**config.mk**
```make
export PLATFORM = sky130hd
export DESIGN_NAME = adc_overlap_master
export DESIGN_NICKNAME = d
export VERILOG_FILES = /design/src/rtl/adcm_pkg.sv /design/src/rtl/adcm_dclk_gen.sv /design/src/rtl/adcm_frame_seq.sv /design/src/rtl/adcm_capture.sv /design/src/rtl/adc_overlap_master.sv
export SDC_FILE = /design/constraint.sdc
export NUM_CORES = 1
export LEC_CHECK = 0
export ABC_AREA = 0
export CAP_MARGIN = 20
export CELL_PAD_IN_SITES_DETAIL_PLACEMENT = 1
export CELL_PAD_IN_SITES_GLOBAL_PLACEMENT = 1
export CORE_MARGIN = 2
export CORE_UTILIZATION = 48
export CTS_BUF_LIST = sky130_fd_sc_hd__clkbuf_8 sky130_fd_sc_hd__clkbuf_16
export DETAILED_ROUTE_END_ITERATION = 7
export DONT_BUFFER_PORTS = 1
export PLACE_DENSITY_LB_ADDON = 0.2
export SETUP_SLACK_MARGIN = 0.02
export SYNTH_ARGS = -nofsm -noshare
export SYNTH_HDL_FRONTEND = slang
export SYNTH_SLANG_ARGS = --single-unit
```
**constraint.sdc**
```tcl
create_clock -name clk -period 2.2 [get_ports clk]
set_input_delay 0.55 -clock clk [delete_from_list [all_inputs] [get_ports clk]]
set_output_delay 0.55 -clock clk [all_outputs]
set_load 0.005 [all_outputs]
```
**src/rtl/adcm_pkg.sv**
```systemverilog
package adcm_pkg;
  localparam int CTRL_W         = 8;
  localparam int RES_W          = 12;
  localparam int CHAN_W         = 3;
  localparam int FRAME_CLKS     = RES_W + 3;
  localparam int FIRST_RES_SLOT = CTRL_W + 1;
  localparam int LAST_RES_SLOT  = RES_W - (FRAME_CLKS - FIRST_RES_SLOT) - 1;

  typedef struct packed {
    logic [CHAN_W-1:0] chan;
    logic              mode;
    logic              sgl;
    logic [1:0]        pd;
  } adcm_cfg_t;

  function automatic logic [CTRL_W-1:0] adcm_ctrl_word(input adcm_cfg_t c);
    return {1'b1, c.chan, c.mode, c.sgl, c.pd};
  endfunction
endpackage

```
**src/rtl/adcm_dclk_gen.sv**
```systemverilog
module adcm_dclk_gen #(
  parameter int HI_CYC = 40,
  parameter int LO_CYC = 40
) (
  input  logic clk,
  input  logic rst,
  input  logic enable,
  input  logic at_boundary,
  output logic active,
  output logic dclk,
  output logic start_now,
  output logic rise_now,
  output logic fall_now,
  output logic stop_now
);
  localparam int MAXC = (HI_CYC > LO_CYC) ? HI_CYC : LO_CYC;
  localparam int CW   = $clog2(MAXC + 1);

  logic [CW-1:0] cnt;

  always_comb begin
    start_now = !active && enable;
    rise_now  = active && !dclk && (cnt == CW'(LO_CYC - 1));
    fall_now  = active && dclk && (cnt == CW'(HI_CYC - 1));
    stop_now  = fall_now && at_boundary && !enable;
  end

  always_ff @(posedge clk) begin
    if (rst) begin
      active <= 1'b0;
      dclk   <= 1'b0;
      cnt    <= '0;
    end else if (start_now) begin
      active <= 1'b1;
      dclk   <= 1'b0;
      cnt    <= '0;
    end else if (active) begin
      if (rise_now) begin
        dclk <= 1'b1;
        cnt  <= '0;
      end else if (fall_now) begin
        dclk <= 1'b0;
        cnt  <= '0;
        if (stop_now) active <= 1'b0;
      end else begin
        cnt <= cnt + CW'(1);
      end
    end
  end

  // a rising edge of the serial clock only ever happens inside a run
  p_rise_in_run_r4: assert property (@(posedge clk) disable iff (rst)
    $rose(dclk) |-> active);

  // leaving a run always happens with the serial clock returning low
  p_stop_clock_low_r1: assert property (@(posedge clk) disable iff (rst)
    $fell(active) |-> !dclk);
endmodule

```
**src/rtl/adcm_frame_seq.sv**
```systemverilog
module adcm_frame_seq
  import adcm_pkg::*;
(
  input  logic              clk,
  input  logic              rst,
  input  logic              start_now,
  input  logic              rise_now,
  input  logic              fall_now,
  input  logic              stop_now,
  input  adcm_cfg_t         cfg_in,
  output logic [$clog2(FRAME_CLKS)-1:0] slot,
  output logic              at_boundary,
  output logic              din,
  output logic [CHAN_W-1:0] prev_chan,
  output logic              prev_ok
);
  localparam int SW = $clog2(FRAME_CLKS);
  localparam int BW = $clog2(CTRL_W);

  adcm_cfg_t         cfg_q;
  logic [CTRL_W-1:0] word_lat;
  logic [BW-1:0]     bit_ix;
  logic              last_slot;
  logic              in_ctrl;

  always_comb begin
    word_lat    = adcm_ctrl_word(cfg_q);
    last_slot   = (slot == SW'(FRAME_CLKS - 1));
    in_ctrl     = (slot < SW'(CTRL_W));
    bit_ix      = BW'(CTRL_W - 1 - int'(slot));
    at_boundary = (slot == '0);
  end

  always_ff @(posedge clk) begin
    if (rst) begin
      slot      <= '0;
      cfg_q     <= '0;
      din       <= 1'b0;
      prev_chan <= '0;
      prev_ok   <= 1'b0;
    end else if (start_now) begin
      slot    <= '0;
      cfg_q   <= cfg_in;
      din     <= 1'b1;
      prev_ok <= 1'b0;
    end else begin
      if (rise_now) begin
        if (last_slot) begin
          slot      <= '0;
          cfg_q     <= cfg_in;
          prev_chan <= cfg_q.chan;
          prev_ok   <= 1'b1;
        end else begin
          slot <= slot + SW'(1);
        end
      end
      if (fall_now) begin
        if (stop_now)     din <= 1'b0;
        else if (in_ctrl) din <= word_lat[bit_ix];
        else              din <= 1'b0;
      end
    end
  end

  // first rising edge of every frame carries the start bit
  p_start_bit_r2: assert property (@(posedge clk) disable iff (rst)
    (rise_now && at_boundary) |-> din);

  // DIN is quiet during the result-only part of the frame
  p_tail_quiet_r2: assert property (@(posedge clk) disable iff (rst)
    (rise_now && !in_ctrl) |-> !din);

  // a fresh run never inherits a completed frame
  p_fresh_run_r9: assert property (@(posedge clk) disable iff (rst)
    start_now |=> !prev_ok);
endmodule

```
**src/rtl/adcm_capture.sv**
```systemverilog
module adcm_capture
  import adcm_pkg::*;
(
  input  logic                          clk,
  input  logic                          rst,
  input  logic                          rise_now,
  input  logic [$clog2(FRAME_CLKS)-1:0] slot,
  input  logic                          dout,
  input  logic [CHAN_W-1:0]             prev_chan,
  input  logic                          prev_ok,
  output logic                          valid,
  output logic [RES_W-1:0]              data,
  output logic [CHAN_W-1:0]             chan
);
  localparam int SW = $clog2(FRAME_CLKS);

  logic [RES_W-1:0] sh;
  logic             take;
  logic             done;

  always_comb begin
    take = rise_now && ((slot >= SW'(FIRST_RES_SLOT)) || (slot <= SW'(LAST_RES_SLOT)));
    done = rise_now && (slot == SW'(LAST_RES_SLOT)) && prev_ok;
  end

  always_ff @(posedge clk) begin
    if (rst) begin
      sh    <= '0;
      valid <= 1'b0;
      data  <= '0;
      chan  <= '0;
    end else begin
      if (take) sh <= {sh[RES_W-2:0], dout};
      valid <= done;
      if (done) begin
        data <= {sh[RES_W-2:0], dout};
        chan <= prev_chan;
      end
    end
  end

  // a sample strobe never lasts longer than one cycle
  p_valid_pulse_r6: assert property (@(posedge clk) disable iff (rst)
    valid |=> !valid);

  // a strobe needs a previously completed control frame
  p_valid_after_frame_r9: assert property (@(posedge clk) disable iff (rst)
    valid |-> prev_ok);
endmodule

```
**src/rtl/adc_overlap_master.sv**
```systemverilog
module adc_overlap_master
  import adcm_pkg::*;
#(
  parameter int HI_CYC = 40,
  parameter int LO_CYC = 40
) (
  input  logic              clk,
  input  logic              rst,
  input  logic              enable,
  input  logic [CHAN_W-1:0] cfg_chan,
  input  logic              cfg_mode,
  input  logic              cfg_sgl_dif,
  input  logic [1:0]        cfg_pd,
  output logic              adc_cs_n,
  output logic              adc_dclk,
  output logic              adc_din,
  input  logic              adc_dout,
  output logic              smp_valid,
  output logic [RES_W-1:0]  smp_data,
  output logic [CHAN_W-1:0] smp_chan
);
  localparam int SW = $clog2(FRAME_CLKS);

  adcm_cfg_t         cfg_in;
  logic              active, start_now, rise_now, fall_now, stop_now;
  logic              at_boundary, prev_ok;
  logic [SW-1:0]     slot;
  logic [CHAN_W-1:0] prev_chan;

  always_comb begin
    cfg_in.chan = cfg_chan;
    cfg_in.mode = cfg_mode;
    cfg_in.sgl  = cfg_sgl_dif;
    cfg_in.pd   = cfg_pd;
    adc_cs_n    = !active;
  end

  adcm_dclk_gen #(.HI_CYC(HI_CYC), .LO_CYC(LO_CYC)) u_clk (
    .clk(clk), .rst(rst), .enable(enable), .at_boundary(at_boundary),
    .active(active), .dclk(adc_dclk), .start_now(start_now),
    .rise_now(rise_now), .fall_now(fall_now), .stop_now(stop_now)
  );

  adcm_frame_seq u_seq (
    .clk(clk), .rst(rst), .start_now(start_now), .rise_now(rise_now),
    .fall_now(fall_now), .stop_now(stop_now), .cfg_in(cfg_in), .slot(slot),
    .at_boundary(at_boundary), .din(adc_din), .prev_chan(prev_chan),
    .prev_ok(prev_ok)
  );

  adcm_capture u_cap (
    .clk(clk), .rst(rst), .rise_now(rise_now), .slot(slot), .dout(adc_dout),
    .prev_chan(prev_chan), .prev_ok(prev_ok), .valid(smp_valid),
    .data(smp_data), .chan(smp_chan)
  );

  // the serial clock idles low whenever the converter is deselected
  p_idle_clock_low_r1: assert property (@(posedge clk) disable iff (rst)
    adc_cs_n |-> !adc_dclk);

  // DIN only moves while the serial clock is low
  p_din_moves_low_r3: assert property (@(posedge clk) disable iff (rst)
    !$stable(adc_din) |-> !adc_dclk);

  // DIN is held across every rising edge
  p_din_held_rise_r3: assert property (@(posedge clk) disable iff (rst)
    $rose(adc_dclk) |-> $stable(adc_din));

  // the sample strobe coincides with a serial clock rising edge
  p_valid_on_rise_r6: assert property (@(posedge clk) disable iff (rst)
    smp_valid |-> $rose(adc_dclk));
endmodule

```
==> results.md, run 1 <==
* Status: completed
* Antenna viol nets, final at 0
* Max stage delay on crit path at 0.39 ns
* Vias in the first global route at 1477
* I/O pins at 30
* Leakage Power at 0.850 nW
* Root Driver: clkbuf_8
* Number of clock sinks at 51
* Maximum fanout along the worst path at 9
* Seq/Total Area, Yosys at 48.9%
* Setup Fix Bufs, Post-CTS at 0
* Worst-Skew Late Latency at 0.29 ns
* Initial Util at 51.1%
* Final #Nets at 215
* Hold buffer count at cts at 0
* Endpoints failing hold at 0
* Max clock buf depth at 2
* Adder-Cell Fraction of Synth Area at 0.600%
* Commonest cells in the netlist: dfxtp_1, mux2i_1, nor2_1
* Gr ovfl total at 0
* Largest family of logic cells by synthesized area: simple AND/OR/NAND/NOR gates
* Syn_nets at 220
* PD cells at 718 mW/mm²
* Total Die Area at 0.00489 mm²
* Hold Path Class: primary input to flip-flop
* Port Buffer Count at 0
* TritonCTS Buffers at 5
* GPL Wtd Cong at 0.793
* Pre-antenna DRT Iters at 4
* Worst-Margin Slew at 0.582 ns
* Iter 0 DRT Violations at 96
* DPL Wire Length at 2930 µm
* FMAX at 526 MHz
* # DRC at 0
* MaxCap Viol Count at 0
* Critical path buffers and inverters at 1
* Post-Synth XOR/XNOR Area at 2.52%
* Top area cells in the synthesized netlist: dfxtp_1, mux2i_1, nor2_1, nand3b_1, nand2b_1
* Startpoint types: flip-flop
* Most frequent cell after synthesis: dfxtp_1
* Syn Inst Count at 208
* Gr usage total at 17.5%
* Slew Limit Fails at 0
* Final setup viols at 0
* Total wire length at 4070 µm
* Initial antenna violation count at 0
* Slowest-stage cell, CP: dfxtp_1
* Crit path kind: flip-flop to flip-flop
* Syn_area_per_cell at 10.0 µm²
* Delay-heaviest family, CP: simple AND/OR/NAND/NOR gates
* Crit path DAT at 2.12 ns
* Final worst path period share at 86.5%
* Clk_skew at 0.00572 ns
* Largest net degree at the start of global routing at 44
* Post_cts resized at 0
* Slew HR at 61.0%
* Crit path time final at 1.90 ns
* H-tree depth at 2
* Ys async rst share at 0%
* VDD IR-drop max at 491 µV
* Synth warn at 0
* Post-synth cell types at 40
* CTS tree: yes
* CTS clk-pin slew, worst paths at 0.09 ns
* First-pass GRT wire length at 7030 µm
* Core area at 0.00409 mm²
* Die W at 69.9 µm
* Critical Path RT at 2.41 ns
* Layout cell share with drive strength beyond 1 at 8.33%
* Critical path, cell by cell: ha_1 > and3_1 > nand2_2 > a211oi_2 > buf_4 > mux2i_1
* Simple-gate area share of the yosys netlist at 21.3%
* Post-synthesis register bit count at 51
* Setup_tns at 0 ns
* Top cell type's share of synthesized area at 48.9%
* Post-synth EDFFs at 0
* Vias at 1446
* RSZ-0062 raised after global routing: false
* P&R area growth vs syn at 5.40%
* Worst setup EP type: flip-flop
* Mux share of post-synthesis cell area at 13.5%
* Ant diodes at 0
* Synth Area in Compound Gates at 9.29%
* Dominant register cell in the synthesized netlist: dfxtp_1
* Synthesized area at 0.00209 mm²
* Leading area contributor after synthesis: dfxtp_1
* WL per Instance at 16.0 µm
* Die height at 69.9 µm
* # rows at 23
* Worst hold slack at 0.320 ns
* Via density at 5.69
## metrics by stage
stage | worst slack [ns] | utilization (%) | cell area [µm²] | total power [mW] | cells
3_3_place_gp | 0.391 | 51.3 | 2100 | 1.01 | 246
3_5_place_dp | 0.322 | 51.3 | 2100 | 1.02 | 246
4_1_cts | 0.282 | 53.8 | 2200 | 1.59 | 254
6_report | 0.297 | 53.8 | 2200 | 1.58 | 254
2_1_floorplan | 0.598 | - | 2090 | 1.01 | 208
5_1_grt | 0.0685 | 53.8 | 2200 | 1.64 | 254
## flip-flops by register name, summed over array words and instances (netlist names), 3 cells and up
signal	cells
u_cap.data	12
u_seq.slot	4
u_cap.chan	3
u_seq.prev_chan	3
u_clk.cnt	6
u_seq.cfg_q	7
u_cap.sh	11
## kinds of logic (layout without fill, tap and decap cells)
logic type | after synthesis | after routing
AO/OA/AOI/OAI | 31 | 31
XOR/XNOR | 6 | 6
adder cells (fa/ha/maj) | 1 | 1
buffers and inverters | 17 | 13
flip-flops | 51 | 51
multiplexers | 27 | 27
AND/OR/NAND/NOR | 75 | 75
## where the power goes
part	internal, mW	switching [mW]	leakage, nW
clock network	0.286	0.296	0.0505
registers	0.935	0.00876	0.412
logic	0.0272	0.0253	0.387
## final cells by class
| class | count | area, µm² |
|---|---|---|
| clock buffers | 7 | 96.3 |
| clock inverters | 1 | 7.51 |
| fillers | 459 | 1890 |
| inverters | 3 | 11.3 |
| multi-input cells | 140 | 986 |
| flip-flops and latches | 51 | 1020 |
| well taps | 50 | 62.6 |
| repair buffers | 2 | 15.0 |
## metal layers
metal | global-route usage (%) | share of wire [%]
met1 | 22.5 | 46
met4 | 3.21 | 0.20
met3 | 4.47 | 3.6
met2 | 29.8 | 50
met5 | 0 | 0
## worst register-to-register path, cell delays in order (launching register included)
cell	delay, ns
dfxtp_1	0.39
ha_1	0.20
and3_1	0.39
nand2_2	0.20
a211oi_2	0.18
buf_4	0.24
mux2i_1	0.24
## cells in the final DEF, fill, tap and decap left out, types with 2 or more instances in the layout
| cell | n |
|---|---|
| nor3_1 | 2 |
| nand2b_1 | 13 |
| inv_1 | 3 |
| nor2_1 | 25 |
| buf_4 | 2 |
| and3_1 | 2 |
| o21ai_0 | 16 |
| nand2_1 | 6 |
| nand3b_1 | 12 |
| xnor2_1 | 3 |
| nand4_1 | 2 |
| dfxtp_1 | 51 |
| xor2_1 | 3 |
| clkbuf_8 | 7 |
| a21oi_1 | 6 |
| nand3_1 | 3 |
| mux2i_1 | 26 |
## path summary, 6_finish.rpt
| kind | from | end | slack (ns) | cells past startpoint |
|---|---|---|---|---|
| worst max register to register | u_clk.cnt[0] | u_cap.sh[2] | 0.30 | 6 |
| worst min-delay path | rst | u_seq.cfg_q[1] | 0.32 | 1 |
| worst max-delay path | u_clk.cnt[0] | u_cap.sh[2] | 0.30 | 6 |
| worst min register to register | u_cap.sh[10] | u_cap.sh[10] | 0.50 | 2 |
Power figures use the tool's default switching activity.
==> run 2: changes to the inputs <==
CORE_ASPECT_RATIO = 0.7   (was unset)
==> run 2 against run 1 <==
- hold slack worse by 0.018 ns
- power up 12%
- clock power up 32%
- wire length up 2.2%
- via count down 1.5%
- setup slack better by 0.014 ns
- global-route usage up 0.63 points
- critical path depth down 2
- flip-flop and latch count unchanged
- die area up 0.17%
- sequential share of layout area down 0.65 points
- final area up 1.4%
- largest cell class unchanged
- largest power group unchanged
- highest routed layer unchanged
==> results.md, run 2 (synthesis gave the netlist of run 1 again) <==
* FMAX at 529 MHz
* MaxCap Viol Count at 0
* Worst setup EP type: flip-flop
* Gr ovfl total at 0
* Fill count at 485
* Endpoints failing hold at 0
* VDD IR-drop max at 470 µV
* Gr usage total at 18.1%
* Pre-antenna DRT Iters at 4
* H-tree depth at 2
* Non-filler cells, final at 258
* Final setup viols at 0
* Pre-CTS setup slack at 0.298 ns
* RSZ-0062 raised after global routing: false
* GPL Wtd Cong at 0.746
* WL per Instance at 16.1 µm
* Largest net degree at the start of global routing at 44
* Initial Util at 49.1%
* Vias at 1425
* Layout cell share with drive strength beyond 1 at 7.88%
* CTS clk-pin slew, worst paths at 0.09 ns
* Worst-Margin Slew at 0.623 ns
* Ant diodes at 0
* Maximum fanout along the worst path at 12
* Final worst path period share at 85.9%
* Die height at 59.2 µm
* TritonCTS Buffers at 5
* # DRC at 0
* Vias in the first global route at 1427
* Reg2reg path depth at 4
* Worst r2r src: u_seq.slot[0]
* Total Die Area at 0.00490 mm²
* Most frequent cells in the layout: dfxtp_1, mux2i_1, nor2_1
* Total wire length at 4160 µm
* CTS tree: yes
* Antenna viol nets, final at 0
* Max clock buf depth at 2
* I/O pins at 30
* Crit path time final at 1.89 ns
* Status: completed
* Final worst slack at 0.311 ns
* Worst-Skew Late Latency at 0.31 ns
* # rows at 20
* Setup Fix Bufs, Post-CTS at 0
* FF-to-FF End: u_seq.cfg_q[3]
* Crit path DAT at 2.09 ns
* Max FFs per register at 12
* First-pass GRT wire length at 7000 µm
* Iter 0 DRT Violations at 55
* Placed cells at 250
* Number of clock sinks at 51
* Core area at 0.00425 mm²
* Worst Hold Depth at 1
* Die W at 82.8 µm
* Slew HR at 58.3%
* Largest Register: u_cap.data
* Critical Path RT at 2.40 ns
* Root Driver: clkbuf_8
* P&R area growth vs syn at 6.89%
* PD cells at 790 mW/mm²
* Most common cell after layout, fill and taps aside: dfxtp_1
* Worst hold slack at 0.302 ns
* Largest registers: u_cap.data (12), u_cap.sh (11), u_seq.cfg_q (7)
* Leakage Power at 0.859 nW
* Post_cts resized at 0
* Area of placed instances at 0.00209 mm²
* Setup slack, reg-to-reg at 0.31 ns
* Slew Limit Fails at 0
* Via density at 5.52
* Port Buffer Count at 0
* Initial antenna violation count at 0
* Final #Nets at 214
* Startpoint types: flip-flop
* Fin area at 0.00223 mm²
* Clk_skew at 0.00521 ns
* Crit path kind: flip-flop to flip-flop
* Setup_tns at 0 ns
* Hold Path Class: primary input to flip-flop
* Hold buffer count at cts at 0
* Min-delay src: rst
* Endpoint of the worst hold path: u_cap.chan[2]
* DPL Wire Length at 2910 µm
-- run 2: how the worst max path moves through the flow --
stage                     slack [ns]  depth (start not counted)              to           from
final                           0.31                          4  u_seq.cfg_q[3]  u_seq.slot[0]
after global routing            0.09                          4   u_cap.chan[1]  u_seq.slot[0]
after CTS                       0.29                          4   u_cap.chan[1]  u_seq.slot[2]
after detailed placement        0.30                          4   u_cap.chan[1]  u_seq.slot[2]
after global placement          0.38                          4  u_cap.data[11]  u_seq.slot[2]
after floorplan                 0.60                          6  u_seq.cfg_q[0]   u_clk.cnt[0]
-- run 2: layer usage --
metal | share of wire, % | global-route usage (%) | up-vias
li1 | - | - | 706
met3 | 3.8 | 5.15 | 8
met1 | 48 | 23.3 | 688
met2 | 47 | 29.1 | 23
met4 | 1.3 | 7.49 | 0
met5 | 0 | 0 | -
-- run 2: critical path, stage by stage, from the launching register on --
cell and delay (ns):
dfxtp_1 0.58, and4b_1 0.28, a31oi_2 0.56, mux2i_1 0.31
nor2_1 0.06
-- run 2: power by group --
| group | internal [mW] | leakage [nW] | switching (mW) | total [mW] |
|---|---|---|---|---|
| combinational | 0.0257 | 0.382 | 0.0238 | 0.0495 |
| clock | 0.453 | 0.0644 | 0.314 | 0.767 |
| sequential | 0.935 | 0.412 | 0.0110 | 0.946 |
-- run 2: cell type report --
cell class | count | area, µm² | area share, %
Multi-Input combinational cell | 140 | 986 | 44.2
Clock buffer | 5 | 68.8 | 3.08
Inverter | 3 | 11.3 | 0.505
Clock inverter | 3 | 67.6 | 3.03
Sequential cell | 51 | 1020 | 45.8
Tap cell | 55 | 68.8 | 3.08
Timing Repair Buffer | 1 | 7.51 | 0.337
-- run 2: stage by stage --
| stage | power (mW) | util [%] |
|---|---|---|
| 3_5_place_dp | 1.02 | 49.2 |
| 4_1_cts | 1.78 | 52.4 |
| 5_1_grt | 1.83 | 52.4 |
| 3_3_place_gp | 1.01 | 49.2 |
| 6_report | 1.76 | 52.4 |
| 2_1_floorplan | 1.01 | - |
==> run 3: changes to the inputs <==
BUFFER_PORTS_ARGS = -buffer_cell sky130_fd_sc_hd__buf_2   (was unset)
CORE_UTILIZATION = 43   (was 48)
DONT_BUFFER_PORTS = unset   (was 1)
SYNTH_HIERARCHICAL = 1   (was unset)
clock period = 1.8 ns   (was 2.2 ns; I/O delays follow)
==> run 3 against run 2 <==
- the flow now finishes with violations (setup timing)
- critical path depth is 4 higher
- global-route usage is 1.2 points higher
- clock-buffer cell count stayed put
- power is 6.3% higher
- combinational power is 110% higher
- register-to-register slack worse by 0.46 ns
- via count is 28% higher
- critical path type unchanged
- setup slack worse by 0.46 ns
- clock power is 20% lower
==> results.md, run 3 <==
* Status: complete, but fails checks
* Violated checks: setup timing
* Leakage Power at 1.07 nW
* Post-Synth XOR/XNOR Area at 2.34%
* Largest Register: u_cap/data
* Syn_area_per_cell at 9.65 µm²
* Iter 0 DRT Violations at 96
* PD cells at 673 mW/mm²
* Die height at 64.5 µm
* Top area cells in the synthesized netlist: dfxtp_1, mux2i_1, a21oi_1, nand3_1, nand2b_1
* GPL Wtd Cong at 0.776
* Final setup viols at 38
* Hold Path Class: primary input to flip-flop
* Max stage delay on crit path at 0.37 ns
* Adder-Cell Fraction of Synth Area at 0.556%
* Setup slack, reg-to-reg at -0.15 ns
* RSZ-0062 raised after global routing: true
* Die W at 90.4 µm
* Port Buffer Count at 29
* M1 WL at 2760 µm
* Worst-Margin Slew at 0.527 ns
* Max FFs per register at 12
* Slew Limit Fails at 0
* Final worst path period share at 109%
* Number of clock sinks at 51
* DR top layer: met4
* Dominant register cell in the synthesized netlist: dfxtp_1
* Commonest cells in the netlist: dfxtp_1, mux2i_1, a21oi_1
* Worst Hold Depth at 3
* P&R area growth vs syn at 23.8%
* Largest family of logic cells by synthesized area: simple AND/OR/NAND/NOR gates
* Total Die Area at 0.00583 mm²
* Critical path, cell by cell: ha_4 > nand4b_4 > or3_4 > inv_6 > nand4_4 > o21bai_4 > mux2i_1 > nor2_1
* Worst-Skew Late Latency at 0.29 ns
* Endpoints failing hold at 0
* Most frequent cells in the layout: dfxtp_1, buf_2, buf_4
* Post-synth cell types at 39
* Slowest-stage cell, CP: or3_4
* Core area at 0.00491 mm²
* Gr ovfl total at 0
* Largest net degree at the start of global routing at 46
* # rows at 21
* Fin area at 0.00278 mm²
* VDD IR-drop max at 469 µV
* Met3 wire len at 149 µm
* Crit path kind: flip-flop to flip-flop
* Reg2reg path depth at 8
* Clk_skew at 0.00780 ns
* Critical Path RT at 1.97 ns
* Worst setup EP type: flip-flop
* Syn Inst Count at 233
* Ant diodes at 0
* Top cell type's share of synthesized area at 45.4%
* Vias at 1824
* H-tree depth at 2
* Synth Area in Compound Gates at 11.6%
* FMAX at 512 MHz
* # DRC at 0
* Synthesized area at 0.00225 mm²
* CTS tree: yes
* Post-synthesis register bit count at 51
* Crit path time final at 1.95 ns
* MaxCap Viol Count at 0
* Gr usage total at 19.3%
* Largest registers: u_cap/data (12), u_cap/sh (11), u_seq/cfg_q (7)
* Root Driver: clkbuf_8
* Slew HR at 64.8%
* Mux share of post-synthesis cell area at 11.1%
* Area of placed instances at 0.00259 mm²
* Routed met2 length at 2510 µm
* Total power at 1.87 mW
* Final worst slack at -0.153 ns
* Hold buffer count at cts at 0
* Non-filler cells, final at 352
* Syn_nets at 245
* Ys async rst share at 0%
* CTS clk-pin slew, worst paths at 0.09 ns
* First-pass GRT wire length at 9160 µm
* Via density at 5.18
* Most frequent cell after synthesis: dfxtp_1
* I/O pins at 30
* Synth warn at 6
* Total wire length at 5430 µm
* Leading area contributor after synthesis: dfxtp_1
* TritonCTS Buffers at 5
* Startpoint types: flip-flop
* Max clock buf depth at 2
* Crit path DAT at 2.12 ns
* Antenna viol nets, final at 0
* Vias in the first global route at 1879
* DPL Wire Length at 3670 µm
* Initial Util at 45.8%
* Layout cell share with drive strength beyond 1 at 32.2%
* Placed cells at 337
* Pre-antenna DRT Iters at 4
* Maximum fanout along the worst path at 7
* Initial antenna violation count at 0
* Most common cell after layout, fill and taps aside: dfxtp_1
* Post-synth EDFFs at 0
* Simple-gate area share of the yosys netlist at 22.5%
* WL per Instance at 15.4 µm
* Seq/Total Area, Yosys at 45.4%
* Final #Nets at 294
[run 3: changes by cell type in the layout (fill, tap and decap cells not counted), moves of 5 or more]
cell	previous run	this run
a21oi_1	6	24
buf_2	0	29
buf_4	1	27
nand3_1	3	17
nand3b_1	12	2
nor2_1	25	14
nor3_1	2	7
o21ai_0	16	1
o21ai_1	0	7
o21ai_2	0	9
[run 3: cells by family (layout without fill, tap and decap cells)]
group	after synthesis	count (layout)
AOI/OAI and AO/OA	46	46
xor gates and xnor gates	6	6
adders and majority gates	1	1
buffers and inverters	25	75
DFF	51	51
muxes	25	25
and+or+nand+nor	79	79
[run 3: what timing repair did]
item | in CTS | in global routing
gates resized for setup | 8 | 26
gates cloned | 0 | 1
pin swaps | 2 | 2
buffers inserted | 4 | 2
endpoints found under the setup margin | 23 | 42
hold endpoints to repair | 0 | 0
[run 3: worst max-delay path, delay by kind of cell, from the launching register on]
family	cells	cell delay [ns]
AOI/OAI and AO/OA	1	0.31
adders and majority gates	1	0.15
buffers and inverters	1	0.08
DFF	1	0.36
muxes	1	0.27
and+or+nand+nor	4	0.65
[run 3: path summary, 6_finish.rpt]
kind                                  endpoint           from
worst min register to register   u_cap/data[1]  u_cap/data[1]
worst max-delay path            u_seq/cfg_q[6]   u_clk/cnt[1]
worst max register to register  u_seq/cfg_q[6]   u_clk/cnt[1]
worst min-delay path            u_seq/cfg_q[1]      cfg_pd[1]
[run 3: metal layers]
layer  track usage (%)  vias to the layer above
met1              27.0                      880
met3              3.60                        2
met5                 0                        -
met4              3.46                        0
met2              31.6                       25
li1                  -                      917
[run 3: layout make-up]
type	instances	area (µm²)
clock buffers	5	68.8
clock inverters	3	12.5
fillers	585	2130
inverters	6	27.5
multi-input cells	157	1150
flip-flops and latches	51	1020
well taps	69	86.3
repair buffers	61	413
[run 3: report_power, final]
group / total, mW / switching (mW) / leakage [nW] / internal [mW]
registers: 1.15 / 0.0110 / 0.413 / 1.14
logic: 0.102 / 0.0532 / 0.604 / 0.0489
clock network: 0.616 / 0.354 / 0.0505 / 0.262
[run 3: per-stage QoR]
step	setup slack (ns)	utilization (%)	TNS, ns	hold slack (ns)
final	-0.153	56.7	-3.05	0.393
after global routing	-0.242	56.7	-6.64	0.392
after CTS	-0.137	55.3	-2.04	0.389
after detailed placement	-0.156	52.7	-1.45	0.462
after global placement	-0.0692	52.7	-0.436	0.458
after floorplan	-0.0305	-	-0.213	0.443
